<file path="config.mk">
export PLATFORM = sky130hd
export DESIGN_NAME = masked_alarm_cmp
export DESIGN_NICKNAME = d
export VERILOG_FILES = /design/src/rtl/alarm_pkg.sv /design/src/rtl/alarm_regfile.sv /design/src/rtl/alarm_match.sv /design/src/rtl/alarm_irq.sv /design/src/rtl/masked_alarm_cmp.sv
export SDC_FILE = /design/constraint.sdc
export NUM_CORES = 1
export LEC_CHECK = 0
export BUFFER_PORTS_ARGS = -buffer_cell sky130_fd_sc_hd__buf_2
export CORE_AREA = 2 2 104 76
export CTS_CLUSTER_DIAMETER = 80
export DETAILED_ROUTE_END_ITERATION = 10
export DIE_AREA = 0 0 106 78
export PLACE_DENSITY_LB_ADDON = 0.08
export SETUP_SLACK_MARGIN = 0.2
export SLEW_MARGIN = 30
export SYNTH_ARGS = -nofsm -noshare
export SYNTH_HDL_FRONTEND = slang
export SYNTH_HIERARCHICAL = 1
export SYNTH_SLANG_ARGS = --single-unit
export TNS_END_PERCENT = 5
</file>
<file path="constraint.sdc">
create_clock -name clk -period 4.13 [get_ports clk]
set_clock_uncertainty 0.15 [all_clocks]
set_input_delay 0.826 -clock clk [delete_from_list [all_inputs] [get_ports clk]]
set_output_delay 0.826 -clock clk [all_outputs]
set_load 0.02 [all_outputs]
</file>
<file path="src/rtl/alarm_pkg.sv">
package alarm_pkg;
  localparam int NFIELD = 4;
  localparam int DW     = 8;
  localparam int AW     = $clog2(NFIELD);

  typedef enum logic [2:0] {
    RATE_MONTH, RATE_DAY, RATE_HOUR, RATE_MIN, RATE_SEC
  } rate_e;

  // Binary value of a two-digit BCD byte
  function automatic logic [6:0] bcd_to_bin(input logic [7:0] v);
    return ({3'b000, v[7:4]} * 7'd10) + {3'b000, v[3:0]};
  endfunction

  function automatic logic bcd_in_range(input logic [7:0] v,
                                        input logic [6:0] lo,
                                        input logic [6:0] hi);
    logic [6:0] b;
    b = bcd_to_bin(v);
    return (v[3:0] <= 4'd9) && (v[7:4] <= 4'd9) && (b >= lo) && (b <= hi);
  endfunction

  // Value bits taking part in validation and comparison, per field
  function automatic logic [7:0] field_bits(input int unsigned idx);
    return (idx < 2) ? 8'h7F : 8'h3F;
  endfunction

  function automatic logic field_ok(input int unsigned idx, input logic [7:0] d);
    logic [7:0] v;
    v = d & field_bits(idx);
    case (idx)
      0, 1:    return bcd_in_range(v, 7'd0, 7'd59);
      2:       return bcd_in_range(v, 7'd0, 7'd23);
      default: return bcd_in_range(v, 7'd1, 7'd31);
    endcase
  endfunction

  // mask bits: [0] sec, [1] min, [2] hour, [3] date
  function automatic rate_e decode_rate(input logic [3:0] m);
    case (m)
      4'b0000: return RATE_MONTH;
      4'b1000: return RATE_DAY;
      4'b1100: return RATE_HOUR;
      4'b1110: return RATE_MIN;
      default: return RATE_SEC;
    endcase
  endfunction

  // Fields that must equal the live time for a given rate
  function automatic logic [3:0] fields_compared(input rate_e r);
    case (r)
      RATE_MONTH: return 4'b1111;
      RATE_DAY:   return 4'b0111;
      RATE_HOUR:  return 4'b0011;
      RATE_MIN:   return 4'b0001;
      default:    return 4'b0000;
    endcase
  endfunction
endpackage

</file>
<file path="src/rtl/alarm_regfile.sv">
module alarm_regfile
  import alarm_pkg::*;
#(
  parameter logic [DW-1:0] RST_VAL = '0
) (
  input  logic                      clk,
  input  logic                      rst_n,
  input  logic                      wr_en,
  input  logic [AW-1:0]             wr_addr,
  input  logic [DW-1:0]             wr_data,
  output logic [NFIELD-1:0][DW-1:0] regs
);
  logic [NFIELD-1:0] hit;
  logic [NFIELD-1:0] accept;

  for (genvar i = 0; i < NFIELD; i++) begin : g_field
    assign hit[i]    = wr_en && (wr_addr == AW'(i));
    assign accept[i] = hit[i] && field_ok(i, wr_data);

    always_ff @(posedge clk) begin
      if (!rst_n)         regs[i] <= RST_VAL;
      else if (accept[i]) regs[i] <= wr_data;
    end

    // an out-of-range write leaves the register untouched
    assert_reject_hold_R2: assert property (@(posedge clk) disable iff (!rst_n)
      (hit[i] && !accept[i]) |=> $stable(regs[i]));
    // an accepted write lands exactly
    assert_accept_store_R3: assert property (@(posedge clk) disable iff (!rst_n)
      accept[i] |=> (regs[i] == $past(wr_data)));
  end
endmodule

</file>
<file path="src/rtl/alarm_match.sv">
module alarm_match
  import alarm_pkg::*;
(
  input  logic [NFIELD-1:0][DW-1:0] regs,
  input  logic [NFIELD-1:0][DW-1:0] live,
  output rate_e                     rate,
  output logic [NFIELD-1:0]         field_eq,
  output logic                      hit_now
);
  logic [NFIELD-1:0] masks;
  logic [NFIELD-1:0] need;

  for (genvar i = 0; i < NFIELD; i++) begin : g_cmp
    assign masks[i]    = regs[i][DW-1];
    assign field_eq[i] = ((regs[i] ^ live[i]) & field_bits(i)) == '0;
  end

  assign rate    = decode_rate(masks);
  assign need    = fields_compared(rate);
  assign hit_now = &(field_eq | ~need);
endmodule

</file>
<file path="src/rtl/alarm_irq.sv">
module alarm_irq (
  input  logic clk,
  input  logic rst_n,
  input  logic tick,
  input  logic hit_now,
  input  logic flag_rd,
  output logic irq,
  output logic flag
);
  logic fire;
  assign fire = tick && hit_now;

  always_ff @(posedge clk) begin
    if (!rst_n) begin
      irq  <= 1'b0;
      flag <= 1'b0;
    end else begin
      irq  <= fire;
      flag <= fire || (flag && !flag_rd);
    end
  end

  // a pulse only follows a strobe
  assert_irq_after_tick_R9: assert property (@(posedge clk) disable iff (!rst_n)
    irq |-> $past(tick));
  // flag accompanies every pulse
  assert_flag_with_irq_R10: assert property (@(posedge clk) disable iff (!rst_n)
    irq |-> flag);
  // acknowledge clears when no new event
  assert_flag_clear_R10: assert property (@(posedge clk) disable iff (!rst_n)
    (flag_rd && !fire) |=> !flag);
endmodule

</file>
<file path="src/rtl/masked_alarm_cmp.sv">
module masked_alarm_cmp
  import alarm_pkg::*;
#(
  parameter logic [7:0] RST_VAL = 8'h00
) (
  input  logic       clk,
  input  logic       rst_n,
  input  logic       wr_en,
  input  logic [1:0] wr_addr,
  input  logic [7:0] wr_data,
  input  logic [1:0] rd_addr,
  output logic [7:0] rd_data,
  input  logic       flag_rd,
  input  logic       tick,
  input  logic [7:0] now_sec,
  input  logic [7:0] now_min,
  input  logic [7:0] now_hour,
  input  logic [7:0] now_date,
  output logic       irq,
  output logic       alarm_flag
);
  logic [NFIELD-1:0][DW-1:0] regs;
  logic [NFIELD-1:0][DW-1:0] live;
  logic [NFIELD-1:0]         field_eq;
  rate_e                     rate;
  logic                      hit_now;

  assign live = {now_date, now_hour, now_min, now_sec};

  alarm_regfile #(.RST_VAL(RST_VAL)) u_regs (
    .clk(clk), .rst_n(rst_n), .wr_en(wr_en), .wr_addr(wr_addr),
    .wr_data(wr_data), .regs(regs)
  );

  alarm_match u_match (
    .regs(regs), .live(live), .rate(rate), .field_eq(field_eq), .hit_now(hit_now)
  );

  alarm_irq u_irq (
    .clk(clk), .rst_n(rst_n), .tick(tick), .hit_now(hit_now),
    .flag_rd(flag_rd), .irq(irq), .flag(alarm_flag)
  );

  assign rd_data = regs[rd_addr];

  // free-running rate fires on every strobe
  assert_every_tick_R8: assert property (@(posedge clk) disable iff (!rst_n)
    (tick && rate == RATE_SEC) |=> irq);
  // monthly rate needs the date to agree
  assert_month_date_R4: assert property (@(posedge clk) disable iff (!rst_n)
    (tick && rate == RATE_MONTH && !field_eq[3]) |=> !irq);
  // per-minute rate needs the seconds to agree
  assert_minute_sec_R7: assert property (@(posedge clk) disable iff (!rst_n)
    (tick && rate == RATE_MIN && !field_eq[0]) |=> !irq);
endmodule

</file>
After elaboration in Yosys (flattened, before gate mapping). Index checks and enable logic that the tools add are counted.

Input bits: 49. Flip-flop bits (word level): 34. Output and inout bits: 10. Logic and storage cells: 67.

Equality and inequality tests: 9. Add/sub/neg operators: 2. Reductions and logical operators: 28. Multiplexer cells: 4. Bitwise gates (word level): 6. Multiply operators: 2. Magnitude comparators: 10.

Operators with widths (count): logical NOT 8 bit (4); >= comparator 7 x 1 -> 1 bit (second input constant) (3); logical AND 1 bit (18); binary-select mux 8 bit (select 2 bit) (1); one-hot mux 4 bit (4 select lines) (1); adder 7 x 4 -> 7 bit (2); <= comparator 7 x 5 -> 1 bit (second input constant) (2); XOR 7 bit (2); equality test 4 bit (second input constant) (3); one-hot mux 3 bit (4 select lines) (1); XOR 6 bit (2); two-way mux 8 bit (1); <= comparator 7 x 6 -> 1 bit (second input constant) (1); equality test 3 x 2 -> 1 bit (second input constant) (2); multiplier 3 x 3 -> 6 bit (second input constant) (1); multiplier 2 x 3 -> 5 bit (second input constant) (1); equality test 2 bit (second input constant) (2); <= comparator 2 x 4 -> 1 bit (second input constant) (1); <= comparator 3 x 4 -> 1 bit (second input constant) (1); <= comparator 4 bit (second input constant) (1); logical NOT 4 bit (1); inverter 4 bit (1); OR 4 bit (1); AND reduction 4 bit (1); 7 further kinds (7).

Depth between registers and ports, before layout.
Depth in word-level cells: 9. Mapped depth: 9. Mapped depth without buffers: 8.

Hierarchy. Netlist, hierarchy kept.

Modules (own cells, without submodules): alarm_regfile (cells an instance 148, area an instance 1473.9 um^2, instances 1); alarm_match (cells an instance 45, area an instance 399.1 um^2, instances 1); masked_alarm_cmp (cells an instance 10, area an instance 196.4 um^2, instances 1); alarm_irq (cells an instance 6, area an instance 63.8 um^2, instances 1).

Worst setup path after synthesis. No wires, ideal clock.

Path type: input port to flip-flop. Start: in wr_data[1]. End: reg u_regs/regs[25] in the netlist's numbering. Arrival time: 2.695 ns. Slack: 1.214 ns. Stages on the path: 8. Cell sequence: ha_1 > inv_1 > fa_1 > xnor2_1 > or4b_2 > o21bai_1 > buf_4 > mux2i_1.

Word-level cells in the longest chain between the ends: 5. Elaborated cells between the ends (all ways): 8. Classes of those cells: add/sub: 1; order compare: 3; reduce/logical: 4.

Ends and longest elaborated chain: from (decl) (RTL line masked_alarm_cmp.sv:10) `input logic [7:0] wr_data,`; adder 7 x 4 -> 7 bit or <= comparator 4 bit (tied branches); >= comparator 7 x 1 -> 1 bit or logical AND 1 bit (tied branches); logical AND 1 bit (2 in a row); logical AND 1 bit (RTL line alarm_regfile.sv:18) `assign accept[i] = hit[i] && field_ok(i, wr_data);`; to (signal, indexed assignment) (RTL line alarm_regfile.sv:22) `else if (accept[i]) regs[i] <= wr_data;`; to (decl) (RTL line alarm_regfile.sv:11) `output logic [NFIELD-1:0][DW-1:0] regs`.

Several ways; a longest one is shown, not always the timed one. A chain may end at the register's enable or synchronous reset.

Worst setup path after layout.
Start: in wr_data[1]. End: reg u_regs/regs[20] in the netlist's numbering.

Word-level cells in the longest chain between the ends: 5. Elaborated cells between the ends (all ways): 8. Classes of those cells: add/sub: 1; order compare: 3; reduce/logical: 4.

Ends and longest elaborated chain: adder 7 x 4 -> 7 bit or <= comparator 4 bit (tied branches); >= comparator 7 x 1 -> 1 bit or logical AND 1 bit (tied branches); logical AND 1 bit; logical AND 1 bit (*) (RTL line alarm_pkg.sv:20) `return (v[3:0] <= 4'd9) && (v[7:4] <= 4'd9) && (b >= lo) && (b <= hi);`; logical AND 1 bit (*) (RTL line alarm_regfile.sv:18).

Every way passes the cells marked *; elsewhere a longest branch is shown, timed or not.

==> summary.md <==
| Metric | Value |
|---|---|
| Worst Setup SP | wr_data[1] |
| DR pass1 iterations | 4 |
| Dpl hpwl | 4.643 mm |
| Std cell rows | 26 |
| Post-Route WL | 5.973 mm |
| Die X-Extent | 106 um |
| Slew @ Worst Pin | 0.8283 ns |
| Share of cells above drive strength 1 | 32.69% |
| Number of global-route vias before repair | 1637 |
| Internal cell power | 596.1 uW |
| Setup ws final | 1.070 ns |
| Drt wl/cell | 16.68 um |
| PortBufs | 52 |
| Critical Path Max Stage Delay | 0.63 ns |
| CTS tree | done |
| 1st-iter DRT viols | 64 |
| Gate Count Post-Synth | 206 |
| Clock power share | 39.1% |
| Initial Util | 29.34% |
| # hold bufs at CTS | 0 |
| MaxCap Viol Count | 0 |
| Worst Hold Class | reg -> reg |
| Fin crit period | 3.060 ns |
| Synth Area per Inst | 10.24 um2 |
| Sequence of cells on the critical path | buf_2, ha_1, inv_1, fa_1, nor2b_1, o21ai_0, nand3b_1, a2111oi_4, buf_4, mux2i_1 |
| Metal-1 WL | 3.214 mm |
| Pin count of the biggest net entering global routing | 43 |
| Comb power frac | 18.3% |
| Most frequent cells in the layout | buf_2, nand2_1, dfxtp_1, mux2i_1, xnor2_1 |
| Sequential share of power | 42.6% |
| Setup Buffers After CTS | 0 |
| Pwr dens | 313.0 nW/um2 |
| H-tree Lvls | 2 |
| GPL Wtd Cong | 0.7502 |
| Die footprint | 8268 um2 |
| Leakage | 0.001158 uW |
| Final net count | 317 |
| Num ports | 59 |
| Sw power | 211.8 uW |
| Switching Fraction | 26.22% |
| Crit path required time | 4.19 ns |
| TritonCTS Sinks | 34 |
| Final Cycle Share | 74.09% |
| Final hold violation count | 0 |
| Outcome | finished, final reports clean |
| Metal2 WL | 2.573 mm |
| Antenna Diode Count | 0 |
| Clk root buf | clkbuf_8 |
| WP data arrival | 3.12 ns |
| Critical path class | in -> reg |
| GR Util All Layers | 15.02% |
| DR vias/cell | 4.570 |
| Core area | 7189 um2 |
| Clk slew on worst S/H paths | 0.07 ns |
| Setup Viol. Count Final | 0 |
| Clk_lat worst skew | 0.28 ns |
| ANT nets after route | 0 |
| Post-CTS sizing | 0 |
| Routed vias | 1636 |
| Worst setup EP type | register |
| Max Fclk | 326.8 MHz |
| RR Startpoint | u_regs/regs[8]$_SDFFE_PN0P_ |
| Most common cell after layout, fill and taps aside | buf_2 |
| Drt drc | 0 |
| Met3 WL | 173 um |
| Clock buffer count from CTS | 5 |
| Setup WS pre-CTS | 0.7777 ns |
| Syn_nets | 263 |
| Slew HR | 44.77% |
| CP max FO | 5 |
| Peak supply drop | 121.6 uV |
| RSZ-0062 raised after global routing | no |
| Synthesized area | 2110 um2 |
| Setup TNS | 0 ns |
| Highest routed layer | met4 |
| Count of pins over their slew limit | 0 |
| First-pass GRT wire length | 9.266 mm |
| Fillers | 757 |
| Initial antenna violation count | 0 |
| Chip Height | 78 um |
| GR Overflow Total | 0 |
| Min-delay src | u_regs/regs[22]$_SDFFE_PN0P_ |
| Clk buf depth | 2 |
| Area grow syn2layout | 22.36% |
| YS warnings | 6 |
| CP max-delay cell | a2111oi_4 |
| Critical path startpoint category | input port |
==> critical path: cells and delay by family <==
kind | cells | cell delay [ns]
AO/OA/AOI/OAI | 2 | 0.94
AND/OR/NAND/NOR | 2 | 0.24
adder cells (fa/ha/maj) | 2 | 0.46
multiplexers | 1 | 0.19
buffers and inverters | 3 | 0.46
==> registers in the layout, indices dropped and copies added, names as in the netlist <==
| signal | count |
|---|---|
| u_irq/flag | 1 |
| u_regs/regs | 32 |
| u_irq/irq | 1 |
==> layout make-up <==
cell class,instances,area [um2],share of cell area (%)
Clock inverter,1,30.03,1.163
Inverter,4,15.01,0.5817
Timing Repair Buffer,54,275.3,10.66
Tap cell,98,122.6,4.750
Multi-Input combinational cell,161,1375,53.27
Sequential cell,34,680.7,26.37
Clock buffer,6,82.58,3.199
==> metal layers <==
layer	global-route usage (%)	vias up
met1	21.76	777
met2	22.90	24
met3	3.445	2
met4	2.763	0
met5	0	-
li1	-	833
==> through the flow <==
stage | hold WS [ns] | cell area [um2] | std cells | total power, uW | util [%]
final | 0.3163 | 2581 | 358 | 807.9 | 35.90
after global routing | 0.3541 | 2581 | 358 | 846.8 | 35.90
after CTS | 0.3160 | 2581 | 358 | 815.6 | 35.90
after detailed placement | 0.3037 | 2469 | 351 | 500.4 | 34.34
after global placement | 0.2966 | 2469 | 351 | 500.9 | 34.34
after floorplan | 0.2815 | 2110 | 206 | 447.0 | -
==> power groups by stage <==
| stage | registers (uW) | logic [uW] | clock network, uW |
|---|---|---|---|
| 4_1_cts | 344 | 150 | 322 |
| 3_5_place_dp | 352 | 149 | 0 |
| 6_report | 344 | 148 | 316 |
| 2_1_floorplan | 349 | 97.7 | 0 |
| 3_3_place_gp | 352 | 149 | 0 |
| 5_1_grt | 345 | 162 | 340 |
==> final timing paths <==
| kind | slack [ns] | cells past startpoint | endpoint |
|---|---|---|---|
| max | 1.07 | 10 | u_regs/regs[20]$_SDFFE_PN0P_ |
| min | 0.32 | 2 | u_regs/regs[22]$_SDFFE_PN0P_ |
| max reg2reg | 2.19 | 7 | u_irq/flag$_SDFF_PN0_ |
| min reg2reg | 0.32 | 2 | u_regs/regs[22]$_SDFFE_PN0P_ |
(Power assumes the default switching activity.)
